File: config.mk
export PLATFORM = sky130hd
export DESIGN_NAME = smpfmt_top
export DESIGN_NICKNAME = d
export VERILOG_FILES = /design/src/rtl/smpfmt_pkg.sv /design/src/rtl/smpfmt_mode_sel.sv /design/src/rtl/smpfmt_capture.sv /design/src/rtl/smpfmt_lane_map.sv /design/src/rtl/smpfmt_top.sv
export SDC_FILE = /design/constraint.sdc
export NUM_CORES = 1
export LEC_CHECK = 0
export CAP_MARGIN = 10
export CELL_PAD_IN_SITES_DETAIL_PLACEMENT = 0
export CELL_PAD_IN_SITES_GLOBAL_PLACEMENT = 1
export CORE_MARGIN = 5
export CORE_UTILIZATION = 31
export CTS_CLUSTER_DIAMETER = 50
export DETAILED_ROUTE_END_ITERATION = 10
export GPL_ROUTABILITY_DRIVEN = 1
export PLACE_DENSITY = 0.9
export REMOVE_ABC_BUFFERS = 1
export SLEW_MARGIN = 20
export SYNTH_ARGS = -nofsm -noshare
export SYNTH_HDL_FRONTEND = slang
export SYNTH_HIERARCHICAL = 1
export SYNTH_SLANG_ARGS = --single-unit
File: constraint.sdc
create_clock -name clk -period 1.1 [get_ports clk]
set_input_delay 0.11 -clock clk [delete_from_list [all_inputs] [get_ports clk]]
set_output_delay 0.11 -clock clk [all_outputs]
set_load 0.01 [all_outputs]
File: src/rtl/smpfmt_pkg.sv
package smpfmt_pkg;

    typedef enum logic {
        FMT_SDR = 1'b0,
        FMT_DDR = 1'b1
    } fmt_e;

    // strap_lvl[1] set means the strap pin is left floating
    localparam int unsigned STRAP_FLOAT_BIT = 1;

endpackage

File: src/rtl/smpfmt_mode_sel.sv
module smpfmt_mode_sel
    import smpfmt_pkg::*;
(
    input  logic       clk,
    input  logic       rst_n,
    input  logic [1:0] strap_lvl,
    input  logic       cfg_wr,
    input  logic       cfg_ddr,
    output fmt_e       fmt
);

    typedef struct packed {
        logic ovr;
        fmt_e ovr_fmt;
        fmt_e fmt;
    } mode_st;

    mode_st st_d, st_q;
    fmt_e   strap_fmt;

    always_comb begin
        st_d      = st_q;
        strap_fmt = strap_lvl[STRAP_FLOAT_BIT] ? FMT_SDR : FMT_DDR;
        if (cfg_wr) begin
            st_d.ovr     = 1'b1;
            st_d.ovr_fmt = cfg_ddr ? FMT_DDR : FMT_SDR;
        end
        st_d.fmt = st_d.ovr ? st_d.ovr_fmt : strap_fmt;
    end

    always_ff @(posedge clk) begin
        if (!rst_n) begin
            st_q <= '{ovr: 1'b0, ovr_fmt: FMT_SDR, fmt: FMT_SDR};
        end else begin
            st_q <= st_d;
        end
    end

    assign fmt = st_q.fmt;

    // once written, the override stays in force
    p_override_sticky_r11: assert property (@(posedge clk) disable iff (!rst_n)
        st_q.ovr |=> st_q.ovr);

    // while overridden, a strap change leaves the format alone
    p_strap_ignored_r11: assert property (@(posedge clk) disable iff (!rst_n)
        (st_q.ovr && !cfg_wr) |=> $stable(st_q.fmt));

endmodule

File: src/rtl/smpfmt_capture.sv
module smpfmt_capture #(
    parameter int unsigned DW = 12
) (
    input  logic          clk,
    input  logic          rst_n,
    input  logic          clr,
    input  logic          smp_valid,
    input  logic [DW:0]   smp_raw,
    output logic [DW-1:0] word,
    output logic          ovr
);

    localparam logic [DW-1:0] FULL     = {DW{1'b1}};
    localparam logic [DW:0]   FULL_EXT = {1'b0, FULL};

    typedef struct packed {
        logic [DW-1:0] word;
        logic          ovr;
    } cap_st;

    cap_st cap_d, cap_q;
    logic  sat;

    always_comb begin
        cap_d = cap_q;
        sat   = (smp_raw >= FULL_EXT);
        if (clr) begin
            cap_d.word = '0;
            cap_d.ovr  = 1'b0;
        end else if (smp_valid) begin
            cap_d.word = sat ? FULL : smp_raw[DW-1:0];
            cap_d.ovr  = sat;
        end
    end

    always_ff @(posedge clk) begin
        if (!rst_n) begin
            cap_q <= '0;
        end else begin
            cap_q <= cap_d;
        end
    end

    assign word = cap_q.word;
    assign ovr  = cap_q.ovr;

    // a raised flag always comes with a clamped full-scale word
    p_flag_full_r7: assert property (@(posedge clk) disable iff (!rst_n)
        cap_q.ovr |-> (cap_q.word == FULL));

    // an over-range input shows word and flag on the same edge
    p_aligned_r8: assert property (@(posedge clk) disable iff (!rst_n)
        (smp_valid && !clr && (smp_raw > FULL_EXT)) |=> (cap_q.ovr && (cap_q.word == FULL)));

    // with no strobe and no clear, the captured sample holds
    p_hold_r9: assert property (@(posedge clk) disable iff (!rst_n)
        (!smp_valid && !clr) |=> ($stable(cap_q.word) && $stable(cap_q.ovr)));

    // a clear blanks the word and the flag
    p_clear_r12: assert property (@(posedge clk) disable iff (!rst_n)
        clr |=> ((cap_q.word == '0) && !cap_q.ovr));

endmodule

File: src/rtl/smpfmt_lane_map.sv
module smpfmt_lane_map
    import smpfmt_pkg::*;
#(
    parameter int unsigned DW = 12
) (
    input  logic [DW-1:0] word,
    input  logic          phase_hi,
    input  fmt_e          fmt,
    output logic [DW-1:0] lanes
);

    localparam int unsigned PAIRS = DW / 2;

    logic [DW-1:0] ddr_v;

    for (genvar k = 0; k < PAIRS; k++) begin : g_pair
        // even lane: odd bit on the low phase, even bit on the high phase
        assign ddr_v[2*k]   = phase_hi ? word[2*k] : word[2*k+1];
        assign ddr_v[2*k+1] = 1'b0;
    end

    assign lanes = (fmt == FMT_DDR) ? ddr_v : word;

endmodule

File: src/rtl/smpfmt_top.sv
module smpfmt_top
    import smpfmt_pkg::*;
#(
    parameter int unsigned DW = 12
) (
    input  logic          clk,
    input  logic          rst_n,
    input  logic [1:0]    strap_lvl,
    input  logic          cfg_wr,
    input  logic          cfg_ddr,
    input  logic          clr,
    input  logic          smp_valid,
    input  logic [DW:0]   smp_raw,
    output logic [DW-1:0] dout,
    output logic          oclk,
    output logic          ovr_flag
);

    function automatic logic [DW-1:0] odd_lane_mask();
        logic [DW-1:0] m;
        m = '0;
        for (int i = 1; i < int'(DW); i += 2) begin
            m[i] = 1'b1;
        end
        return m;
    endfunction

    localparam logic [DW-1:0] ODD_MASK = odd_lane_mask();

    typedef struct packed {
        logic oclk;
    } clk_st;

    clk_st         ck_d, ck_q;
    fmt_e          fmt;
    logic [DW-1:0] word;
    logic          ovr;

    always_comb begin
        ck_d      = ck_q;
        ck_d.oclk = ~ck_q.oclk;
    end

    always_ff @(posedge clk) begin
        if (!rst_n) begin
            ck_q <= '0;
        end else begin
            ck_q <= ck_d;
        end
    end

    smpfmt_mode_sel i_mode (
        .clk       (clk),
        .rst_n     (rst_n),
        .strap_lvl (strap_lvl),
        .cfg_wr    (cfg_wr),
        .cfg_ddr   (cfg_ddr),
        .fmt       (fmt)
    );

    smpfmt_capture #(.DW(DW)) i_cap (
        .clk       (clk),
        .rst_n     (rst_n),
        .clr       (clr),
        .smp_valid (smp_valid),
        .smp_raw   (smp_raw),
        .word      (word),
        .ovr       (ovr)
    );

    smpfmt_lane_map #(.DW(DW)) i_map (
        .word     (word),
        .phase_hi (ck_q.oclk),
        .fmt      (fmt),
        .lanes    (dout)
    );

    assign oclk     = ck_q.oclk;
    assign ovr_flag = ovr;

    // the forwarded clock flips on every edge
    p_oclk_toggle_r2: assert property (@(posedge clk) disable iff (!rst_n)
        1'b1 |=> (oclk != $past(oclk)));

    // in double data rate format odd lanes stay idle
    p_odd_idle_r6: assert property (@(posedge clk) disable iff (!rst_n)
        (fmt == FMT_DDR) |-> ((dout & ODD_MASK) == '0));

endmodule

==> flow_summary.yaml <==
run_status:
  status: "complete, but fails checks"
  violations: "negative setup slack"
synth:
  netlist_top_cells_count: "27 x nor2_1, 17 x dfxtp_1, 8 x a211oi_2, 6 x and2b_2, 6 x mux2_4"
  yosysMostFrequentCell: "nor2_1"
  muxShareOfSynthArea: 0.115
  synth_edf_count: 0
  yosysUniqueCellTypes: 22
  synth_fa_ha_area_frac: 0
  ys_warn_count: 6
  avgSynthCellArea_um2: 9.85
  synth_top_family_by_area: "simple AND/OR/NAND/NOR gates"
  synthSimpleGateAreaFrac: 0.274
  synth-seq-cells: 17
  synth-xor-area-share: 0
  yosys.area.top_type: "dfxtp_1"
  syn_inst: 88
  ys_top_cells_by_area: "dfxtp_1 39%, nor2_1 12%, a211oi_2 12%, mux2_4 10%, and2b_2 6.1%"
  synthArstFlopShare: 0
  seq_area_frac_synth: 0.392
  syn_area_um2: 867
  yosys_most_used_dff: "dfxtp_1"
  synth_top_area_frac: 0.392
  synth_compound_area_frac: 0.175
sta:
  setup_ws_ns: -0.322
  relSlewSlack: 0.845
  setup_violations: 12
  period_needed_ns: 1.42
  hold_violations: 0
  worst_pin_slew_ns: 0.230
  rsz0062_at_grt: "yes"
  maxSlewViolCount: 0
  finalCritPeriodShare: 1.29
  finalClockSkew_ns: 0.000214
  timing.fmax_ghz: 0.703
route:
  drt-total-wl_um: 2180
  vias: 781
  antenna_left: 0
  via_per_inst: 4.73
  first_pass_iters: 4
  drt_iter0_drc: 15
  drc_errors: 0
  wl_per_cell_um: 13.2
placement:
  dp_hpwl_um: 1740
  dpl_cell_area_um2: 1290
  port_buffers: 33
  gp_congestion: 0.787
  preCtsSetupSlack_ns: -0.390
power_and_ir_drop:
  vdd_drop_max_mv: 0.546
  p_leak_nw: 0.602
  power_mw: 1.37
  powerDensity_nw_per_um2: 999
worst_setup_path:
  path_delay_family: "flip-flops"
  crit_buf_inv: 2
  worst-path-max-fanout: 3
  worstPathRequired_ns: 0.99
  critPathCaptureType: "output pin"
  critPathMostFrequentCell: "buf_6"
  slowest_stage: "dfxtp_2"
  worstPathArrival_ns: 1.31
  r2r_start: "i_mode/st_q[2]"
  path_cells: "nand2b_4 -> buf_6 -> mux2_4 -> buf_6"
  startpoint_type: "flip-flop"
  setup.worst_path.start: "oclk"
  slowest_delay_ns: 0.33
  worstSetupPathType: "reg2out"
global_route:
  grt_antenna_before_repair: 0
  grt_first_pass_wirelength_um: 3660
  grt_pass1_vias: 861
  grt_use_total: 0.115
  grt_overflow: 0
  grt_max_degree: 14
floorplanning:
  dieArea_um2: 3950
  chipWidth_um: 62.9
  floorplan.initialDensity: 0.320
  core_um2: 2710
  row_count: 19
  io_pins: 35
  die_h_um: 62.9
final_layout:
  fin_area_um2: 1370
  antenna-diode-count: 0
  nets: 156
  drive_gt1_frac: 0.425
  area_growth_pct: 58.4
flow_run:
  max-cap-violations: 0
cts:
  ctsLongestPathBuffers: 2
  holdBufCountCts: 0
  cts_tree: "done"
  cts-htree-levels: 1
  insertion_delay_ns: 0.28
  cts_buffers: 3
  clock_sinks: 17
  cts-root-buf: "clkbuf_4"
  path_clk_slew_ns: 0.10
hold_path:
  worstHoldStart: "cfg_ddr"
  hold_path_class: "in2reg"
## tightest hold or removal path, cell delays in order
cell             delay [ns]
clkdlybuf4s50_1        0.42
nand3_1                0.09
o41ai_2                0.06
## per-layer routing
layer	vias to the layer above	GRT usage	share of wire
met1	369	0.115	0.39
met4	0	0.0398	0.0074
met5	-	0	0
met2	15	0.223	0.56
met3	2	0.0306	0.041
li1	395	-	-
## registers in the layout, indices dropped and copies added, names as in the netlist
register     count
i_cap/word      12
i_mode/st_q      2
i_mode/fmt       1
i_cap/ovr        1
oclk             1
## layout by cell type (no fill, tap or decap), types with 2 or more instances in the layout
cell             synthesis  final
a211oi_2                 8      8
clkdlybuf4s50_1          0     19
o22ai_1                  2      2
nand2b_4                 1      2
nor2_1                  27     27
nand4_1                  3      3
buf_4                    1      9
a211oi_1                 2      2
dfxtp_1                 17     15
mux2_4                   6      6
clkbuf_4                 0      3
and2b_2                  6      6
buf_6                    1     17
## worst paths after layout
| kind | to | slack, ns | cells after the start |
|---|---|---|---|
| worst min-delay path | i_mode/fmt | 0.43 | 3 |
| worst max-delay path | dout[0] | -0.32 | 4 |
| worst max register to register | i_mode/fmt | 0.25 | 2 |
| worst min register to register | i_mode/st_q[2] | 0.50 | 2 |
## logic make-up (layout without fill, tap and decap cells)
family,Yosys count,in the layout
compound gates,14,14
flops,17,17
simple gates,44,44
mux,7,7
buf+inv,6,52
## timing repair
item | in CTS | in global routing
setup endpoints to repair | 14 | 13
setup buffers | 2 | 0
gates resized for setup | 71 | 3
## layout make-up
type	count	area, µm²
multi-input cells	65	497
well taps	31	38.8
clock buffers	4	26.3
fillers	259	1340
flip-flops and latches	17	345
repair buffers	47	463
inverters	1	3.75
## where the power goes
part / internal [mW] / switching (mW) / leakage [nW]
sequential: 0.648 / 0.0223 / 0.141
combinational: 0.228 / 0.146 / 0.446
clock: 0.141 / 0.186 / 0.0150
## metrics by stage
step | hold WS, ns | std cells | util | TNS [ns]
after detailed placement | 0.485 | 159 | 0.477 | -4.41
after CTS | 0.420 | 165 | 0.507 | -2.98
after global routing | 0.455 | 165 | 0.507 | -3.49
after global placement | 0.468 | 159 | 0.477 | -4.01
final | 0.430 | 165 | 0.507 | -2.83
after floorplan | 0.202 | 83 | - | -0.593
No activity file was read; power rests on OpenSTA's default activity.
